$ cat src/rtl/can_core_pkg.sv
package can_core_pkg;

    localparam int DW       = 16;
    localparam int AW       = 5;
    localparam int MB_N     = 32;
    localparam int HALF_W   = 16;
    localparam int MB_IDX_W = $clog2(MB_N);
    localparam int GEV_N    = 11;

    // bit positions inside the control word
    localparam int CB_SRST  = 0;
    localparam int CB_CFG   = 1;
    localparam int CB_SLP   = 2;
    localparam int CB_ACK   = 7;
    // global status bit raised by a receive overrun
    localparam int GB_LOST  = 4;

    typedef enum logic [AW-1:0] {
        A_CTRL    = 5'd0,
        A_STAT    = 5'd1,
        A_WAKE    = 5'd2,
        A_MBEN_L  = 5'd3,
        A_MBEN_H  = 5'd4,
        A_MBDIR_L = 5'd5,
        A_MBDIR_H = 5'd6,
        A_TXRQ_L  = 5'd7,
        A_TXRQ_H  = 5'd8,
        A_TXDN_L  = 5'd9,
        A_TXDN_H  = 5'd10,
        A_RXF_L   = 5'd11,
        A_RXF_H   = 5'd12,
        A_MBIM_L  = 5'd13,
        A_MBIM_H  = 5'd14,
        A_GSTAT   = 5'd15,
        A_GMASK   = 5'd16
    } reg_addr_e;

    typedef struct packed {
        logic cfg_req;
        logic slp_req;
        logic cfg_ack;
        logic slp_ack;
    } mode_state_t;

    typedef logic [MB_N-1:0] mb_vec_t;

    // replace one 16-bit half of a mailbox vector
    function automatic mb_vec_t half_put(input mb_vec_t cur, input logic hi,
                                         input logic [HALF_W-1:0] d);
        mb_vec_t r;
        r = cur;
        if (hi) r[MB_N-1:HALF_W] = d;
        else    r[HALF_W-1:0]    = d;
        return r;
    endfunction

    function automatic logic [HALF_W-1:0] half_get(input mb_vec_t v, input logic hi);
        return hi ? v[MB_N-1:HALF_W] : v[HALF_W-1:0];
    endfunction

    function automatic mb_vec_t mb_onehot(input logic [MB_IDX_W-1:0] idx);
        mb_vec_t r;
        r = '0;
        r[idx] = 1'b1;
        return r;
    endfunction

endpackage

$ cat src/rtl/can_mode_ctrl.sv
module can_mode_ctrl
    import can_core_pkg::*;
(
    input  logic       clk,
    input  logic       rst,
    input  logic       ctrl_we,
    input  logic       wake_we,
    input  logic [2:0] ctrl_bits,
    input  logic       wake_bit,
    input  logic       cfg_ack_i,
    input  logic       slp_ack_i,
    output logic       cfg_req,
    output logic       slp_req,
    output logic       cfg_ack_q,
    output logic       slp_ack_q,
    output logic       soft_rst
);

    mode_state_t st_q, st_n;

    // soft reset is honoured only together with the configuration request
    assign soft_rst = ctrl_we && ctrl_bits[CB_SRST] && ctrl_bits[CB_CFG];

    always_comb begin
        st_n         = st_q;
        st_n.cfg_ack = cfg_ack_i;
        st_n.slp_ack = slp_ack_i;
        if (ctrl_we) begin
            st_n.cfg_req = ctrl_bits[CB_CFG];
            st_n.slp_req = ctrl_bits[CB_SLP];
        end else if (wake_we && !wake_bit) begin
            st_n.slp_req = 1'b0;
        end
    end

    always_ff @(posedge clk) begin
        if (rst) st_q <= '0;
        else     st_q <= st_n;
    end

    assign cfg_req   = st_q.cfg_req;
    assign slp_req   = st_q.slp_req;
    assign cfg_ack_q = st_q.cfg_ack;
    assign slp_ack_q = st_q.slp_ack;

    // the engine acknowledge is visible one edge after it arrives
    assert_ack_follow_R2: assert property (@(posedge clk) disable iff (rst)
        cfg_ack_i |=> cfg_ack_q);

    // a wake write with bit 0 low always ends the sleep request
    assert_wake_clear_R12: assert property (@(posedge clk) disable iff (rst)
        (wake_we && !wake_bit && !ctrl_we) |=> !slp_req);

endmodule

$ cat src/rtl/can_mbox_flags.sv
module can_mbox_flags
    import can_core_pkg::*;
(
    input  logic                clk,
    input  logic                rst,
    input  logic                we,
    input  logic [AW-1:0]       addr,
    input  logic [DW-1:0]       wdata,
    input  logic                cfg_ok,
    input  logic                soft_rst,
    input  logic                txd_vld,
    input  logic [MB_IDX_W-1:0] txd_mb,
    input  logic                rx_vld,
    input  logic [MB_IDX_W-1:0] rx_mb,
    input  logic [GEV_N-1:0]    err_evt,
    output mb_vec_t             en_q,
    output mb_vec_t             dir_q,
    output mb_vec_t             txreq_q,
    output mb_vec_t             txdone_q,
    output mb_vec_t             rxf_q,
    output logic [GEV_N-1:0]    gstat_q
);

    mb_vec_t          en_n, dir_n, txreq_n, txdone_n, rxf_n;
    mb_vec_t          tx_set, dn_w1c, rx_w1c, dn_evt, rx_evt;
    logic [GEV_N-1:0] g_w1c, gstat_n;
    logic             rx_lost;

    // write decode: a write of ones into a half produces a set/clear mask
    always_comb begin
        en_n   = en_q;
        dir_n  = dir_q;
        tx_set = '0;
        dn_w1c = '0;
        rx_w1c = '0;
        g_w1c  = '0;
        if (we) begin
            case (addr)
                A_MBEN_L:  if (cfg_ok) en_n  = half_put(en_q, 1'b0, wdata);
                A_MBEN_H:  if (cfg_ok) en_n  = half_put(en_q, 1'b1, wdata);
                A_MBDIR_L: if (cfg_ok) dir_n = half_put(dir_q, 1'b0, wdata);
                A_MBDIR_H: if (cfg_ok) dir_n = half_put(dir_q, 1'b1, wdata);
                A_TXRQ_L:  tx_set = half_put('0, 1'b0, wdata);
                A_TXRQ_H:  tx_set = half_put('0, 1'b1, wdata);
                A_TXDN_L:  dn_w1c = half_put('0, 1'b0, wdata);
                A_TXDN_H:  dn_w1c = half_put('0, 1'b1, wdata);
                A_RXF_L:   rx_w1c = half_put('0, 1'b0, wdata);
                A_RXF_H:   rx_w1c = half_put('0, 1'b1, wdata);
                A_GSTAT:   g_w1c  = wdata[GEV_N-1:0];
                default: ;
            endcase
        end
    end

    // engine events and flag update
    always_comb begin
        dn_evt  = txd_vld ? mb_onehot(txd_mb) : '0;
        rx_evt  = rx_vld ? (mb_onehot(rx_mb) & en_q & dir_q) : '0;
        rx_lost = |(rx_evt & rxf_q & ~rx_w1c);

        txreq_n  = (txreq_q | (tx_set & en_q & ~dir_q)) & ~dn_evt;
        txdone_n = (txdone_q & ~dn_w1c) | dn_evt;
        rxf_n    = (rxf_q & ~rx_w1c) | rx_evt;
        gstat_n  = (gstat_q & ~g_w1c) | err_evt;
        if (rx_lost) gstat_n[GB_LOST] = 1'b1;
    end

    // configuration registers survive the soft reset
    always_ff @(posedge clk) begin
        if (rst) begin
            en_q  <= '0;
            dir_q <= '0;
        end else begin
            en_q  <= en_n;
            dir_q <= dir_n;
        end
    end

    always_ff @(posedge clk) begin
        if (rst || soft_rst) begin
            txreq_q  <= '0;
            txdone_q <= '0;
            rxf_q    <= '0;
            gstat_q  <= '0;
        end else begin
            txreq_q  <= txreq_n;
            txdone_q <= txdone_n;
            rxf_q    <= rxf_n;
            gstat_q  <= gstat_n;
        end
    end

    // soft reset empties every flag and request
    assert_srst_clear_R3: assert property (@(posedge clk) disable iff (rst)
        soft_rst |=> (txreq_q == '0 && txdone_q == '0 && rxf_q == '0 && gstat_q == '0));

    // completion drops the request and raises the done flag together
    assert_done_swap_R7: assert property (@(posedge clk) disable iff (rst)
        (txd_vld && !soft_rst) |=> (txdone_q[$past(txd_mb)] && !txreq_q[$past(txd_mb)]));

    // an overrun leaves the lost-message event behind
    assert_overrun_R8: assert property (@(posedge clk) disable iff (rst)
        (rx_lost && !soft_rst) |=> gstat_q[GB_LOST]);

    // mailbox setup is frozen outside configuration mode
    assert_cfg_lock_R11: assert property (@(posedge clk) disable iff (rst)
        !cfg_ok |=> ($stable(en_q) && $stable(dir_q)));

endmodule

$ cat src/rtl/can_irq_gen.sv
module can_irq_gen
    import can_core_pkg::*;
(
    input  logic             clk,
    input  logic             rst,
    input  logic             we,
    input  logic [AW-1:0]    addr,
    input  logic [DW-1:0]    wdata,
    input  mb_vec_t          rxf,
    input  mb_vec_t          txdone,
    input  logic [GEV_N-1:0] gstat,
    output mb_vec_t          mbim_q,
    output logic [GEV_N-1:0] gmask_q,
    output logic             irq_rx,
    output logic             irq_tx,
    output logic             irq_err
);

    localparam int HALVES = MB_N / HALF_W;

    // one mask half per generate slice
    for (genvar h = 0; h < HALVES; h++) begin : g_mask_half
        localparam logic [AW-1:0] HADDR = AW'(A_MBIM_L) + AW'(h);
        always_ff @(posedge clk) begin
            if (rst)                      mbim_q[h*HALF_W +: HALF_W] <= '0;
            else if (we && addr == HADDR) mbim_q[h*HALF_W +: HALF_W] <= wdata;
        end
    end

    always_ff @(posedge clk) begin
        if (rst)                        gmask_q <= '0;
        else if (we && addr == A_GMASK) gmask_q <= wdata[GEV_N-1:0];
    end

    assign irq_rx  = |(rxf & mbim_q);
    assign irq_tx  = |(txdone & mbim_q);
    assign irq_err = |(gstat & gmask_q);

endmodule

$ cat src/rtl/can_ctrl_core.sv
module can_ctrl_core
    import can_core_pkg::*;
(
    input  logic                clk,
    input  logic                rst,
    input  logic                bus_wr,
    input  logic [AW-1:0]       bus_addr,
    input  logic [DW-1:0]       bus_wdata,
    output logic [DW-1:0]       bus_rdata,
    output logic                cfg_req_o,
    input  logic                cfg_ack_i,
    output logic                slp_req_o,
    input  logic                slp_ack_i,
    input  logic                rx_evt_i,
    input  logic [MB_IDX_W-1:0] rx_mb_i,
    input  logic                txd_evt_i,
    input  logic [MB_IDX_W-1:0] txd_mb_i,
    input  logic [GEV_N-1:0]    err_evt_i,
    output logic [MB_N-1:0]     tx_req_o,
    output logic                irq_rx_o,
    output logic                irq_tx_o,
    output logic                irq_err_o
);

    logic             cfg_req, slp_req, cfg_ack_q, slp_ack_q, soft_rst;
    mb_vec_t          en_q, dir_q, txreq_q, txdone_q, rxf_q, mbim_q;
    logic [GEV_N-1:0] gstat_q, gmask_q;
    logic             ctrl_we, wake_we;

    assign ctrl_we = bus_wr && (bus_addr == A_CTRL);
    assign wake_we = bus_wr && (bus_addr == A_WAKE);

    can_mode_ctrl u_mode (
        .clk       (clk),
        .rst       (rst),
        .ctrl_we   (ctrl_we),
        .wake_we   (wake_we),
        .ctrl_bits (bus_wdata[2:0]),
        .wake_bit  (bus_wdata[0]),
        .cfg_ack_i (cfg_ack_i),
        .slp_ack_i (slp_ack_i),
        .cfg_req   (cfg_req),
        .slp_req   (slp_req),
        .cfg_ack_q (cfg_ack_q),
        .slp_ack_q (slp_ack_q),
        .soft_rst  (soft_rst)
    );

    can_mbox_flags u_flags (
        .clk      (clk),
        .rst      (rst),
        .we       (bus_wr),
        .addr     (bus_addr),
        .wdata    (bus_wdata),
        .cfg_ok   (cfg_ack_q),
        .soft_rst (soft_rst),
        .txd_vld  (txd_evt_i),
        .txd_mb   (txd_mb_i),
        .rx_vld   (rx_evt_i),
        .rx_mb    (rx_mb_i),
        .err_evt  (err_evt_i),
        .en_q     (en_q),
        .dir_q    (dir_q),
        .txreq_q  (txreq_q),
        .txdone_q (txdone_q),
        .rxf_q    (rxf_q),
        .gstat_q  (gstat_q)
    );

    can_irq_gen u_irq (
        .clk     (clk),
        .rst     (rst),
        .we      (bus_wr),
        .addr    (bus_addr),
        .wdata   (bus_wdata),
        .rxf     (rxf_q),
        .txdone  (txdone_q),
        .gstat   (gstat_q),
        .mbim_q  (mbim_q),
        .gmask_q (gmask_q),
        .irq_rx  (irq_rx_o),
        .irq_tx  (irq_tx_o),
        .irq_err (irq_err_o)
    );

    assign cfg_req_o = cfg_req;
    assign slp_req_o = slp_req;
    assign tx_req_o  = txreq_q;

    // readback; the soft reset bit is write-only
    always_comb begin
        bus_rdata = '0;
        case (bus_addr)
            A_CTRL: begin
                bus_rdata[CB_CFG] = cfg_req;
                bus_rdata[CB_SLP] = slp_req;
                bus_rdata[CB_ACK] = cfg_ack_q;
            end
            A_STAT:    bus_rdata[CB_ACK] = cfg_ack_q;
            A_WAKE:    bus_rdata[0]      = slp_ack_q;
            A_MBEN_L:  bus_rdata = half_get(en_q, 1'b0);
            A_MBEN_H:  bus_rdata = half_get(en_q, 1'b1);
            A_MBDIR_L: bus_rdata = half_get(dir_q, 1'b0);
            A_MBDIR_H: bus_rdata = half_get(dir_q, 1'b1);
            A_TXRQ_L:  bus_rdata = half_get(txreq_q, 1'b0);
            A_TXRQ_H:  bus_rdata = half_get(txreq_q, 1'b1);
            A_TXDN_L:  bus_rdata = half_get(txdone_q, 1'b0);
            A_TXDN_H:  bus_rdata = half_get(txdone_q, 1'b1);
            A_RXF_L:   bus_rdata = half_get(rxf_q, 1'b0);
            A_RXF_H:   bus_rdata = half_get(rxf_q, 1'b1);
            A_MBIM_L:  bus_rdata = half_get(mbim_q, 1'b0);
            A_MBIM_H:  bus_rdata = half_get(mbim_q, 1'b1);
            A_GSTAT:   bus_rdata[GEV_N-1:0] = gstat_q;
            A_GMASK:   bus_rdata[GEV_N-1:0] = gmask_q;
            default: ;
        endcase
    end

    // the error line implies some pending global event
    assert_err_src_R10: assert property (@(posedge clk) disable iff (rst)
        irq_err_o |-> (gstat_q != '0));

    // a fresh request can only appear on an enabled transmit mailbox
    assert_txreq_gate_R6: assert property (@(posedge clk) disable iff (rst)
        $rose(tx_req_o[0]) |-> (en_q[0] && !dir_q[0]));

endmodule

$ cat config.mk
export PLATFORM = sky130hd
export DESIGN_NAME = can_ctrl_core
export DESIGN_NICKNAME = d
export VERILOG_FILES = /design/src/rtl/can_core_pkg.sv /design/src/rtl/can_mode_ctrl.sv /design/src/rtl/can_mbox_flags.sv /design/src/rtl/can_irq_gen.sv /design/src/rtl/can_ctrl_core.sv
export SDC_FILE = /design/constraint.sdc
export NUM_CORES = 1
export LEC_CHECK = 0
export CAP_MARGIN = 20
export CORE_UTILIZATION = 29
export CTS_BUF_LIST = sky130_fd_sc_hd__clkbuf_4 sky130_fd_sc_hd__clkbuf_8
export CTS_CLUSTER_DIAMETER = 40
export DETAILED_ROUTE_END_ITERATION = 8
export SLEW_MARGIN = 15
export SYNTH_ARGS = -nofsm -noshare
export SYNTH_HDL_FRONTEND = slang
export SYNTH_SLANG_ARGS = --single-unit
$ cat constraint.sdc
create_clock -name clk -period 4.6 [get_ports clk]
set_input_delay 0.92 -clock clk [delete_from_list [all_inputs] [get_ports clk]]
set_output_delay 0.92 -clock clk [all_outputs]
set_load 0.005 [all_outputs]
==> results_dict.tcl, run 1 <==
set metrics [dict create \
    status "finished clean" \
    place_area_mm2 0.0118 \
    avgRoutedWirePerCell_um 28.7 \
    vias 11100 \
    rr_worst_depth 4 \
    grtUsageMet2 0.437 \
    ctsHtreeMaxLevel 2 \
    synth_nets 1256 \
    multi_input_area_mm2 0.00533 \
    clk-insertion-delay-late_ns 0.56 \
    die_w_um 188 \
    slew_headroom 0.220 \
    clock-sinks 218 \
    cts_resized 0 \
    worst-path-stages 9 \
    slew_viol_final 0 \
    leakage_nw 4.21 \
    drt_iter0_markers 1694 \
    whs_ns 0.500 \
    worst_path_largest_cell_delay_ns 0.57 \
    crit_fanout 11 \
    seq_area_frac_synth 0.434 \
    hp-class "flip-flop to flip-flop" \
    cts_tree "built" \
    met3_usage 0.0599 \
    top_usage_layer "met2" \
    grt_max_degree 59 \
    nFillCells 3495 \
    rsz0062_at_grt "false" \
    final_cell_area_mm2 0.0127 \
    arrival_ns 3.52 \
    hpwl_um 37700 \
    setup-violations-final 0 \
    power.total_w 0.00434 \
    hold_violations 0 \
    max_freq_ghz 0.225 \
    worst-path-buf-inv 4 \
    drt-total-wl_um 51600 \
    yosysTopAreaCellShare 0.434 \
    synth_area_mm2 0.0101 \
    max_cap_violations 0 \
    ctsLongestPathBuffers 3 \
    slowest_stage "clkdlybuf4s50_1" \
    final_common_cell "dfxtp_1" \
    fin_crit_ns 4.44 \
    synth.distinct_cells 44 \
    synth_edf_count 0 \
    synth-async-reset-ratio 0 \
    critPathLaunchType "primary input" \
    synth_seq_cells 218 \
    grtUsageTotal 0.285 \
    clock_skew_ns 0.0143 \
    yosys_warnings 0 \
    rows 67 \
    syn_avg_cell_area_um2 8.33 \
    grt_pass1_wl_um 73900 \
    antenna_found_initial 2 \
    dieArea_mm2 0.0354 \
    gp_congestion 1.02 \
    cts_buffers 43 \
    min_path_cells 2 \
    cts_setup_buffers 0 \
    postCtsHoldBufs 0 \
    cts_root_buf "clkbuf_8" \
    path_cells "clkdlybuf4s50_1, or2_1, buf_4, nor2_1, buf_4, a222oi_1, and3_1, nand4_1, clkdlybuf4s50_1" \
    synthToLayoutAreaGrowth_pct 26.8 \
    fin_nets 1371 \
    drtPass1Iterations 6 \
    min_period_over_period 0.965 \
    io_pins 102 \
    via_per_inst 6.16 \
    initial_utilization 0.298 \
    grtUsageMet1 0.381 \
    path_class "primary input to primary output" \
    final_cell_mix "dfxtp_1, a21oi_1, nand2_1, nor2_1, clkdlybuf4s50_1" \
    overflow 0 \
    io_buffers 101 \
    yosys.area.top_type "dfxtp_1" \
    core_area_mm2 0.0338 \
    seqCellArea_mm2 0.00436 \
    syn_inst 1207 \
    dpl.cell_count 1725 \
    drive_gt1_frac 0.110 \
    cp-end-kind "primary output" \
    power.density_mw_per_mm2 340 \
    ant_nets 0 \
    clk_pin_slew_ns 0.06 \
    worst_pin_slew_ns 1.17 \
    num_antenna_cells 0 \
    synthFlopType "dfxtp_1" \
    grt_pass1_vias 10600 \
    cp_top_family "buffers and inverters" \
    required_ns 3.68 \
    synth_area_leaders "dfxtp_1, a22oi_1, a21oi_1, mux2i_1, nor2_1" \
    dieHeight_um 188 \
    setup-tns-final_ns 0 \
    final_cells 1799 \
    drcViolationCount 0 \
    ir_drop_v 0.000179 \
]
[worst paths after layout]
path	startpoint	to	slack, ns
worst max-delay path	bus_addr[1]	bus_rdata[1]	0.16
worst max register to register	u_mode.cfg_ack_q	u_flags.en_q[4]	2.77
worst min-delay path	u_flags.txdone_q[23]	u_flags.txdone_q[23]	0.50
worst min register to register	u_flags.txdone_q[23]	u_flags.txdone_q[23]	0.50
[flip-flops by register name, indices dropped and copies added (netlist names)]
name	count
u_flags.dir_q	32
u_flags.en_q	32
u_flags.gstat_q	11
u_flags.rxf_q	32
u_flags.txdone_q	32
u_flags.txreq_q	32
u_irq.gmask_q	11
u_irq.mbim_q	32
u_mode.cfg_ack_q	1
u_mode.cfg_req	1
u_mode.slp_ack_q	1
u_mode.slp_req	1
[power breakdown]
part	switching, W	leakage, nW	internal, W
combinational	0.000198	1.98	0.0000894
clock	0.000886	0.478	0.00123
sequential	0.0000238	1.76	0.00190
total	0.00111	4.21	0.00323
[logic make-up after synthesis]
family                 synth area share
buffers and inverters            0.0388
multiplexers                     0.0599
AND/OR/NAND/NOR                   0.223
flip-flops                        0.434
AO/OA/AOI/OAI                     0.244
[worst min-delay path, stage by stage, from the launching register on]
cell and delay [ns]:
dfxtp_1 0.32, o21ai_0 0.07, a21oi_1 0.06
[cell usage after synthesis (3+ instances only)]
cell and n:
a21oi_1 124, a221oi_1 27, a222oi_1 3, a22o_1 20, a22oi_1 92, a31oi_1 3, and3_1 12, and3b_1 6
and4_1 3, buf_1 14, buf_2 6, buf_4 3, clkbuf_1 73, dfxtp_1 218, mux2i_1 59, nand2_1 116
nand3_1 75, nand4_1 46, nor2_1 118, nor2b_1 5, nor3_1 3, nor3b_1 12, nor4b_1 32, o21ai_0 75
o22ai_1 12, o31ai_1 21, or2_1 3, or4_1 4
[routing by layer]
metal	part of all wire	routed length (um)	vias to the layer above
met5	0	0	-
li1	-	-	4790
met3	0.10	5170	151
met2	0.44	22600	720
met1	0.41	21400	5420
met4	0.048	2470	0
[stage by stage]
step / util / worst slack (ns)
after floorplan: - / 1.09
after global placement: 0.350 / 0.275
after detailed placement: 0.350 / 0.206
after CTS: 0.377 / 0.191
after global routing: 0.377 / 0.0647
final: 0.377 / 0.163
[area by class of cell]
cell class,count,share of cell area
Multi-Input combinational cell,892,0.418
Tap cell,448,0.0440
Clock buffer,60,0.0594
Clock inverter,14,0.0126
Timing Repair Buffer,167,0.124
Sequential cell,218,0.342
No activity file was read; power rests on OpenSTA's default activity.
==> run 2, diff against run 1 <==
--- a/config.mk
+++ b/config.mk
@@ -10,6 +10,7 @@
 export CTS_BUF_LIST = sky130_fd_sc_hd__clkbuf_4 sky130_fd_sc_hd__clkbuf_8
 export CTS_CLUSTER_DIAMETER = 40
 export DETAILED_ROUTE_END_ITERATION = 8
+export GPL_TIMING_DRIVEN = 0
 export SLEW_MARGIN = 15
 export SYNTH_ARGS = -nofsm -noshare
 export SYNTH_HDL_FRONTEND = slang
==> results_dict.tcl, run 2 (same netlist as run 1, synthesis figures left out) <==
set metrics [dict create \
    worst_path_largest_cell_delay_ns 0.49 \
    vias 12000 \
    slowest_stage "clkdlybuf4s50_1" \
    p_sw_w 0.00125 \
    dieArea_mm2 0.0354 \
    seq_power_share 0.419 \
    final_cell_mix "dfxtp_1, a21oi_1, nand2_1" \
    via_per_inst 6.48 \
    grtUsageTotal 0.391 \
    rows 67 \
    wirelength_met1_um 28400 \
    dpl.cell_count 1751 \
    switching_share 0.271 \
    top_layer "met5" \
    status "finished clean" \
    grt_pass1_wl_um 94600 \
    ctsHtreeMaxLevel 2 \
    power.density_mw_per_mm2 353 \
    drtPass1Iterations 7 \
    initial_utilization 0.298 \
    max_cap_violations 0 \
    grt_max_degree 12 \
    clk-insertion-delay-late_ns 0.59 \
    setup-violations-final 0 \
    hpwl_um 50400 \
    drcViolationCount 0 \
    final_common_cell "dfxtp_1" \
    slew_headroom 0.176 \
    wl_met2_um 29000 \
    path_class "primary input to primary output" \
    worst_pin_slew_ns 1.24 \
    die_w_um 188 \
    crit_start "bus_addr[0]" \
    grt_pass1_vias 11400 \
    clock-sinks 218 \
    cts_buffers 45 \
    cts_tree "built" \
    routed-wl-met3_um 8180 \
    min_from "u_flags.txdone_q[12]" \
    io_buffers 88 \
    required_ns 3.68 \
    drt_iter0_markers 1754 \
    hp-class "flip-flop to flip-flop" \
    pwr-share-clk 0.503 \
    setup-tns-final_ns 0 \
    crit_fanout 10 \
    ctsLongestPathBuffers 3 \
    dieHeight_um 188 \
    critPathLaunchType "primary input" \
    nFillCells 3479 \
    fin_nets 1415 \
    path_cells "clkbuf_1, or2_1, buf_4, buf_4, nor2_4, clkbuf_4, a221oi_1, nand4_1, clkdlybuf4s50_1" \
    min_period_over_period 1.00 \
    antenna_found_initial 1 \
    p_int_w 0.00336 \
    fin_crit_ns 4.60 \
    overflow 0 \
    final_util 0.386 \
    gp_congestion 1.03 \
    clock_skew_ns 0.0160 \
    max_freq_ghz 0.217 \
    rsz0062_at_grt "false" \
    cp-end-kind "primary output" \
    clk_pin_slew_ns 0.05 \
    core_area_mm2 0.0338 \
    r2r-start "u_mode.cfg_ack_q" \
    hold_violations 0 \
    drt-total-wl_um 70100 \
    final_cells 1849 \
    arrival_ns 3.68 \
    synthToLayoutAreaGrowth_pct 29.7 \
    drive_gt1_frac 0.117 \
    slew_viol_final 0 \
    ant_nets 0 \
    avgRoutedWirePerCell_um 37.9 \
    cts_root_buf "clkbuf_8" \
    p_comb_frac 0.078 \
    ir_drop_v 0.000187 \
    postCtsHoldBufs 0 \
    leakage_nw 4.28 \
    io_pins 102 \
    cp_common_cell "buf_4" \
]
-- run 2: cell count changes in the layout (fill, tap and decap cells not counted), sizes merged --
cell / delta
clkbuf: +85
buf: -21
clkdlybuf4s50: -13
clkinv: -2
bufinv: -1
diode: +1
dlygate4sd2: +1
dlymetal6s2s: +1
inv: -1
-- run 2: power groups by stage --
| stage | sequential [W] | combinational (W) | clock (W) |
|---|---|---|---|
| 5_1_grt | 0.00193 | 0.000357 | 0.00242 |
| 3_5_place_dp | 0.00197 | 0.000319 | 0 |
| 2_1_floorplan | 0.00195 | 0.000121 | 0 |
| 3_3_place_gp | 0.00197 | 0.000314 | 0 |
| 4_1_cts | 0.00193 | 0.000335 | 0.00233 |
| 6_report | 0.00193 | 0.000357 | 0.00232 |
-- run 2: stage by stage --
stage                     total power [W]  setup slack, ns  area, um2  hold slack, ns
after floorplan                   0.00208             1.09      10100           0.459
after global placement            0.00228            -1.81      11500           0.488
after detailed placement          0.00229            -1.68      11600           0.487
after CTS                         0.00459          0.00351      13000           0.497
after global routing              0.00471          0.00776      13000           0.517
final                             0.00461         0.000145      13000           0.505
-- run 2: metal layers --
| layer | track usage | vias to the layer above |
|---|---|---|
| met5 | 0 | - |
| met4 | 0.230 | 2 |
| met3 | 0.131 | 251 |
| met2 | 0.562 | 972 |
| met1 | 0.505 | 5873 |
| li1 | - | 4876 |
-- run 2: what timing repair did --
| action | in CTS | in global routing |
|---|---|---|
| buffers inserted | 14 | 0 |
| pin swaps | 8 | 0 |
| setup endpoints to repair | 16 | 16 |
| resized for setup | 79 | 3 |
-- run 2: critical path: cells and delay by family --
kind | cells | cell delay (ns)
simple gates | 3 | 0.63
compound gates | 1 | 0.36
buf+inv | 5 | 1.72
-- run 2: area by class of cell --
cell class / instances / area [um2] / share of cell area
Antenna cell: 1 / 2.50 / 0.000192
Tap cell: 448 / 561 / 0.0430
Clock inverter: 10 / 108 / 0.00825
Multi-Input combinational cell: 892 / 5470 / 0.420
Timing Repair Buffer: 113 / 1100 / 0.0845
Sequential cell: 218 / 4360 / 0.335
Buffer: 96 / 515 / 0.0395
Clock buffer: 71 / 915 / 0.0702
-- run 2: path summary, 6_finish.rpt --
path	slack [ns]	to	cells after the start
setup / recovery	0.0001	bus_rdata[5]	9
hold / removal	0.51	u_flags.txdone_q[12]	2
setup reg to reg	2.50	u_flags.dir_q[5]	4
hold reg to reg	0.51	u_flags.txdone_q[12]	2
